[config.mk]
export PLATFORM = sky130hd
export DESIGN_NAME = priv_exc_unit
export DESIGN_NICKNAME = d
export VERILOG_FILES = /design/src/rtl/priv_exc_pkg.sv /design/src/rtl/exc_select.sv /design/src/rtl/irq_gate.sv /design/src/rtl/ctl_regs.sv /design/src/rtl/priv_exc_unit.sv
export SDC_FILE = /design/constraint.sdc
export NUM_CORES = 1
export LEC_CHECK = 0
export BUFFER_PORTS_ARGS = -buffer_cell sky130_fd_sc_hd__buf_4
export CELL_PAD_IN_SITES_DETAIL_PLACEMENT = 1
export CELL_PAD_IN_SITES_GLOBAL_PLACEMENT = 1
export CORE_ASPECT_RATIO = 0.7
export CORE_UTILIZATION = 38
export CTS_BUF_LIST = sky130_fd_sc_hd__clkbuf_16
export CTS_CLUSTER_SIZE = 14
export DETAILED_ROUTE_END_ITERATION = 6
export GPL_ROUTABILITY_DRIVEN = 0
export PLACE_DENSITY = 0.94
export SYNTH_ARGS = -nofsm -noshare
export SYNTH_HDL_FRONTEND = slang
export SYNTH_HIERARCHICAL = 1
export SYNTH_SLANG_ARGS = --single-unit
[constraint.sdc]
create_clock -name clk -period 3.7 [get_ports clk]
set_input_delay 0.555 -clock clk [delete_from_list [all_inputs] [get_ports clk]]
set_output_delay 0.555 -clock clk [all_outputs]
set_load 0.02 [all_outputs]
[src/rtl/priv_exc_pkg.sv]
package priv_exc_pkg;

  typedef enum logic [4:0] {
    EC_IRQ       = 5'd0,
    EC_ADDR_LD   = 5'd4,
    EC_ADDR_ST   = 5'd5,
    EC_BUS_FETCH = 5'd6,
    EC_BUS_DATA  = 5'd7,
    EC_SYSCALL   = 5'd8,
    EC_BREAK     = 5'd9,
    EC_RESERVED  = 5'd10,
    EC_OVERFLOW  = 5'd12,
    EC_TRAP      = 5'd13,
    EC_FPU       = 5'd15
  } exc_code_e;

  // synchronous sources, index 0 is highest priority
  localparam int unsigned NUM_SRC = 11;

  localparam int unsigned IDX_BAD    = 8;
  localparam int unsigned IDX_STATUS = 12;
  localparam int unsigned IDX_CAUSE  = 13;
  localparam int unsigned IDX_EPC    = 14;

  localparam int unsigned ST_IE       = 0;
  localparam int unsigned ST_KM       = 1;
  localparam int unsigned ST_MASK_LSB = 8;
  localparam int unsigned CA_LINE_LSB = 8;

  function automatic exc_code_e src_code(input int unsigned i);
    case (i)
      0:       return EC_ADDR_LD;
      1:       return EC_BUS_FETCH;
      2:       return EC_RESERVED;
      3:       return EC_OVERFLOW;
      4:       return EC_SYSCALL;
      5:       return EC_BREAK;
      6:       return EC_TRAP;
      7:       return EC_FPU;
      8:       return EC_ADDR_LD;
      9:       return EC_ADDR_ST;
      default: return EC_BUS_DATA;
    endcase
  endfunction

  // faults that restart the offending instruction
  function automatic logic restart_at_fault(input exc_code_e c);
    return (c == EC_ADDR_LD) || (c == EC_ADDR_ST) || (c == EC_BUS_FETCH) ||
           (c == EC_BUS_DATA) || (c == EC_RESERVED);
  endfunction

  function automatic logic records_bad_addr(input exc_code_e c);
    return (c == EC_ADDR_LD) || (c == EC_ADDR_ST);
  endfunction

endpackage

[src/rtl/exc_select.sv]
module exc_select
  import priv_exc_pkg::*;
#(
  parameter int unsigned NSRC = NUM_SRC
) (
  input  logic            clk,
  input  logic            rst_n,
  input  logic [NSRC-1:0] src,
  input  logic            irq_req,
  output logic            take,
  output logic            sync_take,
  output logic            irq_take,
  output exc_code_e       code
);

  logic [NSRC-1:0] grant;

  always_comb begin
    logic found;
    found = 1'b0;
    grant = '0;
    for (int i = 0; i < int'(NSRC); i++) begin
      if (src[i] && !found) begin
        grant[i] = 1'b1;
        found    = 1'b1;
      end
    end
  end

  always_comb begin
    code = EC_IRQ;
    for (int i = 0; i < int'(NSRC); i++) begin
      if (grant[i]) code = src_code(i);
    end
  end

  assign sync_take = |src;
  assign irq_take  = irq_req & ~sync_take;
  assign take      = sync_take | irq_take;

  // a single synchronous winner
  a_r3_single_grant: assert property (@(posedge clk) disable iff (!rst_n)
    $onehot0(grant));
  // synchronous exceptions shadow interrupts
  a_r6_sync_first: assert property (@(posedge clk) disable iff (!rst_n)
    (irq_req && (src != '0)) |-> !irq_take && (code != EC_IRQ));

endmodule

[src/rtl/irq_gate.sv]
module irq_gate #(
  parameter int unsigned NIRQ = 6,
  parameter int unsigned LW   = (NIRQ > 1) ? $clog2(NIRQ) : 1
) (
  input  logic            clk,
  input  logic            rst_n,
  input  logic [NIRQ-1:0] irq_in,
  input  logic [NIRQ-1:0] mask,
  input  logic            ie,
  input  logic            allow,
  output logic            req,
  output logic [LW-1:0]   line
);

  logic [NIRQ-1:0] pend;

  assign pend = irq_in & mask;
  assign req  = allow & ie & (|pend);

  always_comb begin
    line = '0;
    for (int i = int'(NIRQ) - 1; i >= 0; i--) begin
      if (pend[i]) line = LW'(i);
    end
  end

  // only an enabled, unmasked line, and the lowest one
  a_r6_lowest_line: assert property (@(posedge clk) disable iff (!rst_n)
    req |-> ie && irq_in[line] && mask[line] &&
            ((pend & ((NIRQ'(1) << line) - NIRQ'(1))) == '0));

endmodule

[src/rtl/ctl_regs.sv]
module ctl_regs
  import priv_exc_pkg::*;
#(
  parameter int unsigned XLEN = 32,
  parameter int unsigned NIRQ = 6,
  parameter int unsigned LW   = 3,
  parameter int unsigned IDXW = 5
) (
  input  logic            clk,
  input  logic            rst_n,
  input  logic            enter,
  input  exc_code_e       code,
  input  logic            is_irq,
  input  logic [LW-1:0]   line,
  input  logic [XLEN-1:0] epc_val,
  input  logic            bad_we,
  input  logic [XLEN-1:0] bad_val,
  input  logic            leave,
  input  logic            wr_en,
  input  logic [IDXW-1:0] wr_idx,
  input  logic [XLEN-1:0] wdata,
  input  logic [IDXW-1:0] rd_idx,
  output logic            kernel,
  output logic            ie,
  output logic [NIRQ-1:0] mask,
  output logic [XLEN-1:0] epc,
  output logic [XLEN-1:0] rdata
);

  localparam logic [IDXW-1:0] I_BAD = IDXW'(IDX_BAD);
  localparam logic [IDXW-1:0] I_ST  = IDXW'(IDX_STATUS);
  localparam logic [IDXW-1:0] I_CA  = IDXW'(IDX_CAUSE);
  localparam logic [IDXW-1:0] I_EPC = IDXW'(IDX_EPC);

  exc_code_e       code_q;
  logic [LW-1:0]   line_q;
  logic [XLEN-1:0] bad_q;

  always_ff @(posedge clk or negedge rst_n) begin
    if (!rst_n) begin
      kernel <= 1'b1;
      ie     <= 1'b0;
      mask   <= '0;
      code_q <= EC_IRQ;
      line_q <= '0;
      epc    <= '0;
      bad_q  <= '0;
    end else if (enter) begin
      kernel <= 1'b1;
      ie     <= 1'b0;
      code_q <= code;
      line_q <= is_irq ? line : '0;
      epc    <= epc_val;
      if (bad_we) bad_q <= bad_val;
    end else if (leave) begin
      kernel <= 1'b0;
      ie     <= 1'b1;
    end else if (wr_en) begin
      case (wr_idx)
        I_BAD: bad_q <= wdata;
        I_EPC: epc   <= wdata;
        I_ST: begin
          ie     <= wdata[ST_IE];
          kernel <= wdata[ST_KM];
          mask   <= wdata[ST_MASK_LSB +: NIRQ];
        end
        default: ;
      endcase
    end
  end

  always_comb begin
    case (rd_idx)
      I_BAD:   rdata = bad_q;
      I_EPC:   rdata = epc;
      I_ST:    rdata = (XLEN'(mask) << ST_MASK_LSB) | (XLEN'(kernel) << ST_KM) |
                       XLEN'(ie);
      I_CA:    rdata = (XLEN'(line_q) << CA_LINE_LSB) | XLEN'(code_q);
      default: rdata = '0;
    endcase
  end

  // cause changes only on exception entry
  a_r3_cause_hold: assert property (@(posedge clk) disable iff (!rst_n)
    !enter |=> $stable(code_q) && $stable(line_q));
  // bad address moves only on address errors or a direct write
  a_r5_bad_hold: assert property (@(posedge clk) disable iff (!rst_n)
    !(enter && bad_we) && !(!enter && !leave && wr_en && wr_idx == I_BAD)
    |=> $stable(bad_q));

endmodule

[src/rtl/priv_exc_unit.sv]
module priv_exc_unit
  import priv_exc_pkg::*;
#(
  parameter int unsigned XLEN        = 32,
  parameter int unsigned NIRQ        = 6,
  parameter logic [31:0] HANDLER_VEC = 32'h8000_0180
) (
  input  logic            clk,
  input  logic            rst_n,
  input  logic            commit_valid,
  input  logic [XLEN-1:0] pc_cur,
  input  logic [XLEN-1:0] pc_next,
  input  logic            fetch_addr_err,
  input  logic            fetch_bus_err,
  input  logic            illegal_op,
  input  logic            syscall_op,
  input  logic            break_op,
  input  logic            trap_hit,
  input  logic            fpu_exc,
  input  logic            load_addr_err,
  input  logic            store_addr_err,
  input  logic            data_bus_err,
  input  logic [XLEN-1:0] fault_addr,
  input  logic            arith_signed,
  input  logic            arith_sub,
  input  logic [XLEN-1:0] arith_a,
  input  logic [XLEN-1:0] arith_b,
  input  logic [NIRQ-1:0] irq_in,
  input  logic            ctl_rd,
  input  logic            ctl_wr,
  input  logic [4:0]      ctl_idx,
  input  logic [XLEN-1:0] ctl_wdata,
  input  logic            eret_op,
  output logic [XLEN-1:0] ctl_rdata,
  output logic            kernel_mode,
  output logic            redirect_valid,
  output logic [XLEN-1:0] redirect_pc
);

  localparam int unsigned LW   = (NIRQ > 1) ? $clog2(NIRQ) : 1;
  localparam int unsigned IDXW = 5;
  localparam int unsigned MSB  = XLEN - 1;

  function automatic logic signed_ovf(input logic [XLEN-1:0] a,
                                      input logic [XLEN-1:0] b,
                                      input logic            sub);
    logic [XLEN-1:0] bb;
    logic [XLEN-1:0] r;
    bb = sub ? ~b : b;
    r  = a + bb + XLEN'(sub);
    return (a[MSB] == bb[MSB]) && (r[MSB] != a[MSB]);
  endfunction

  logic                ie;
  logic [NIRQ-1:0]     mask;
  logic [XLEN-1:0]     epc;
  logic [XLEN-1:0]     raw_rdata;
  logic                priv_viol;
  logic                ovf_hit;
  logic [NUM_SRC-1:0]  src;
  logic                irq_allow;
  logic                irq_req;
  logic [LW-1:0]       irq_line;
  logic                exc_take;
  logic                sync_take;
  logic                irq_take;
  exc_code_e           exc_code;
  logic                eret_fire;
  logic                wr_fire;
  logic [XLEN-1:0]     epc_pick;

  assign priv_viol = commit_valid & ~kernel_mode & (ctl_rd | ctl_wr | eret_op);
  assign ovf_hit   = arith_signed & signed_ovf(arith_a, arith_b, arith_sub);

  assign src = {NUM_SRC{commit_valid}} &
               {data_bus_err, store_addr_err, load_addr_err, fpu_exc, trap_hit,
                break_op, syscall_op, ovf_hit, illegal_op | priv_viol,
                fetch_bus_err, fetch_addr_err};

  assign irq_allow = commit_valid & ~ctl_wr & ~eret_op;

  irq_gate #(.NIRQ(NIRQ), .LW(LW)) u_irq (
    .clk(clk), .rst_n(rst_n), .irq_in(irq_in), .mask(mask), .ie(ie),
    .allow(irq_allow), .req(irq_req), .line(irq_line)
  );

  exc_select #(.NSRC(NUM_SRC)) u_sel (
    .clk(clk), .rst_n(rst_n), .src(src), .irq_req(irq_req), .take(exc_take),
    .sync_take(sync_take), .irq_take(irq_take), .code(exc_code)
  );

  assign eret_fire = commit_valid & eret_op & kernel_mode & ~exc_take;
  assign wr_fire   = commit_valid & ctl_wr & kernel_mode & ~exc_take;
  assign epc_pick  = restart_at_fault(exc_code) ? pc_cur : pc_next;

  ctl_regs #(.XLEN(XLEN), .NIRQ(NIRQ), .LW(LW), .IDXW(IDXW)) u_regs (
    .clk(clk), .rst_n(rst_n), .enter(exc_take), .code(exc_code),
    .is_irq(irq_take), .line(irq_line), .epc_val(epc_pick),
    .bad_we(records_bad_addr(exc_code)), .bad_val(fault_addr),
    .leave(eret_fire), .wr_en(wr_fire), .wr_idx(ctl_idx), .wdata(ctl_wdata),
    .rd_idx(ctl_idx), .kernel(kernel_mode), .ie(ie), .mask(mask), .epc(epc),
    .rdata(raw_rdata)
  );

  assign ctl_rdata = (ctl_rd && kernel_mode) ? raw_rdata : '0;

  always_ff @(posedge clk or negedge rst_n) begin
    if (!rst_n) begin
      redirect_valid <= 1'b0;
      redirect_pc    <= '0;
    end else begin
      redirect_valid <= exc_take | eret_fire;
      if (exc_take)       redirect_pc <= XLEN'(HANDLER_VEC);
      else if (eret_fire) redirect_pc <= epc;
    end
  end

  // entry lands in kernel mode at the handler vector
  a_r2_entry: assert property (@(posedge clk) disable iff (!rst_n)
    exc_take |=> kernel_mode && redirect_valid && !ie &&
                 redirect_pc == XLEN'(HANDLER_VEC));
  // faulting classes restart at the offending instruction
  a_r4_epc_fault: assert property (@(posedge clk) disable iff (!rst_n)
    (exc_take && restart_at_fault(exc_code)) |=> epc == $past(pc_cur));
  // user access is refused
  a_r8_user_refused: assert property (@(posedge clk) disable iff (!rst_n)
    priv_viol |=> kernel_mode && redirect_valid);
  // return drops to user with interrupts open
  a_r10_eret: assert property (@(posedge clk) disable iff (!rst_n)
    eret_fire |=> !kernel_mode && ie && redirect_valid);
  // no commit, no change
  a_r11_idle: assert property (@(posedge clk) disable iff (!rst_n)
    !commit_valid |=> !redirect_valid && $stable(kernel_mode) && $stable(epc));

endmodule

==> summary.json <==
{
  "outcome": {
    "result_of_the_run": "finished, violations left",
    "violated_checks": "setup timing"
  },
  "timing": {
    "hold_ws_ps": 184.4,
    "finalHoldViolCount": 0,
    "tightest_slew_ps": 1171,
    "maxClockFrequency_mhz": 211.1,
    "slew_viols_final": 0,
    "setup_ws_ps": -1038,
    "period_needed_ps": 4738,
    "finalSetupViolations": 109,
    "min_period_over_period": 1.281,
    "clock_tree_skew_after_final_layout_ps": 19.65,
    "total_negative_setup_slack_ps": -72150,
    "grt_setup_unrepaired": "yes",
    "maxSlewHeadroom": 0.2176
  },
  "cells_and_area": {
    "stdcell_area_um2": 12050,
    "drive_above_1_share": 0.5046,
    "final_cell_count_no_fill": 1358,
    "multi_input_area_um2": 5004,
    "filler_cell_count": 2069,
    "area.growth.synth_to_final_pct": 57.93,
    "layout.nets": 1332,
    "register_area_um2": 2829,
    "final_core_util": 0.6250,
    "antennaDiodeCount": 0
  },
  "synth": {
    "post_synth_instance_area_um2": 7632,
    "synth.yosys.warnings": 6,
    "syn_avg_cell_area_um2": 10.11,
    "synth_fp_nets": 1006,
    "post_synth_inst_count": 755
  },
  "global_routing": {
    "grt_remaining_overflow": 0,
    "global_route.usage.total": 0.3390,
    "grt_first_pass_wirelength_mm": 52.45,
    "grt_max_degree": 77,
    "first_global_vias": 8993,
    "antenna_found_initial": 0
  },
  "clock_network": {
    "tritoncts": "yes",
    "cts-root-to-sink-buffers": 2,
    "worst_skew_pair.late_latency_ps": 420,
    "clock_tree.root_cell": "sky130_fd_sc_hd__clkbuf_16",
    "tritoncts_num_sinks": 113,
    "h_tree_levels": 4,
    "clkSlewWorstSetupHoldPaths_ps": 60,
    "clock_buffers_created_by_tritoncts": 17
  },
  "setup_path": {
    "worst_setup_path_start_kind": "input pin",
    "worstSetupEndpointType": "flip-flop",
    "timing.critical_path.fanout_max": 16,
    "cell_count_of_the_worst_reg_to_reg_path": 10,
    "cp.required_ps": 3990,
    "critical_path_arrival_ps": 5020,
    "path_class": "in -> reg"
  },
  "pwr": {
    "lkg_pwr_nw": 5.856,
    "vdd.ir_drop.worst_mv": 0.2985,
    "p_total_mw": 4.606,
    "p_per_area_nw_per_um2": 382.1
  },
  "die": {
    "chipHeight_um": 120.6,
    "initial_utilization": 0.3957,
    "die-width_um": 171.4,
    "die-area_um2": 20660,
    "standard_cell_rows": 42,
    "num_io_pins": 287,
    "floorplan.core_area_um2": 19290
  },
  "detailed_routing": {
    "detail_route.first_pass.iterations": 5,
    "drt_drc_violations_left": 0,
    "routed_wl_mm": 42.19,
    "routedWlPerCell_um": 31.07,
    "detail_route.iter0.violations": 1032,
    "viasPerCell": 6.549,
    "ant_nets": 0,
    "via_count": 8894
  },
  "hold_path": {
    "holdCritPathClass": "in -> async"
  },
  "placement": {
    "io_buffers": 286,
    "post-place-ws_ps": -1103,
    "hpwlAfterDp_mm": 22.84,
    "dpl.cell_count": 1294,
    "dpl_cell_area_um2": 10490
  },
  "run": {
    "max-cap-violations": 0
  }
}
==> registers in the layout, indices dropped and copies added, names as in the netlist <==
name,cells
redirect_pc,32
u_regs/bad_q,32
u_regs/epc,32
u_regs/mask,6
u_regs/code_q,5
u_regs/line_q,3
redirect_valid,1
u_regs/ie,1
u_regs/kernel,1
==> metal layers <==
metal / vias up / global-route usage / wire, um
met2: 736 / 0.5775 / 19870
met1: 4411 / 0.3985 / 15350
li1: 3497 / - / -
met5: - / 0 / 0
met3: 250 / 0.07561 / 3921
met4: 0 / 0.1791 / 3050
==> path summary, 6_finish.rpt <==
| check | start | to | slack, ps |
|---|---|---|---|
| max | arith_sub | u_regs/epc[28] | -1040 |
| min | rst_n | u_regs/bad_q[14] | 180 |
| max reg2reg | u_regs/kernel | u_regs/epc[28] | 50 |
| min reg2reg | redirect_pc[10] | redirect_pc[10] | 510 |
| max in group asynchronous | rst_n | u_regs/kernel | 2660 |
| min in group clk | ctl_wdata[8] | u_regs/mask[0] | 400 |
==> timing repair <==
action | in CTS | in global routing
gates cloned | 3 | 6
hold buffers | 0 | 0
gates resized for setup | 84 | 47
buffers inserted | 13 | 14
pin swaps | 23 | 8
endpoints found under the hold margin | 0 | 0
setup endpoints to repair | 106 | 108
==> layout by cell type (no fill, tap or decap), drive strengths merged, types with 20 or more instances in the layout <==
cell type / n
a21oi: 31
a221o: 23
a22o: 50
and3: 39
buf: 362
clkbuf: 24
dfrtp: 112
ha: 30
mux2: 85
nand2: 49
nand2b: 20
nand3: 21
nor2b: 35
xor2: 31
==> worst max-delay path, stage by stage <==
cell,delay [ps]
sky130_fd_sc_hd__buf_12,120
sky130_fd_sc_hd__buf_8,130
sky130_fd_sc_hd__xor2_2,190
sky130_fd_sc_hd__ha_1,370
sky130_fd_sc_hd__nand4_1,240
sky130_fd_sc_hd__buf_4,220
sky130_fd_sc_hd__o211ai_1,290
sky130_fd_sc_hd__a311oi_2,190
sky130_fd_sc_hd__mux2i_2,220
sky130_fd_sc_hd__or4_4,450
sky130_fd_sc_hd__or3_4,360
sky130_fd_sc_hd__o22ai_4,160
sky130_fd_sc_hd__nand4bb_1,230
sky130_fd_sc_hd__a21oi_4,260
sky130_fd_sc_hd__buf_12,200
sky130_fd_sc_hd__mux2_2,410
sky130_fd_sc_hd__a221o_1,410
==> final cells by class <==
class	count	share of cell area
clock buffer	17	0.03529
sequential	113	0.2347
timing repair buffer	371	0.2704
inverter	10	0.003114
tap	264	0.02740
multi-input combinational	568	0.4151
clock inverter	15	0.01401
==> where the power goes <==
part	internal (mW)	switching, mW	total (mW)
clock	1.05	0.661	1.71
sequential	1.43	0.164	1.60
combinational	0.705	0.591	1.30
No activity file was read; power rests on OpenSTA's default activity.
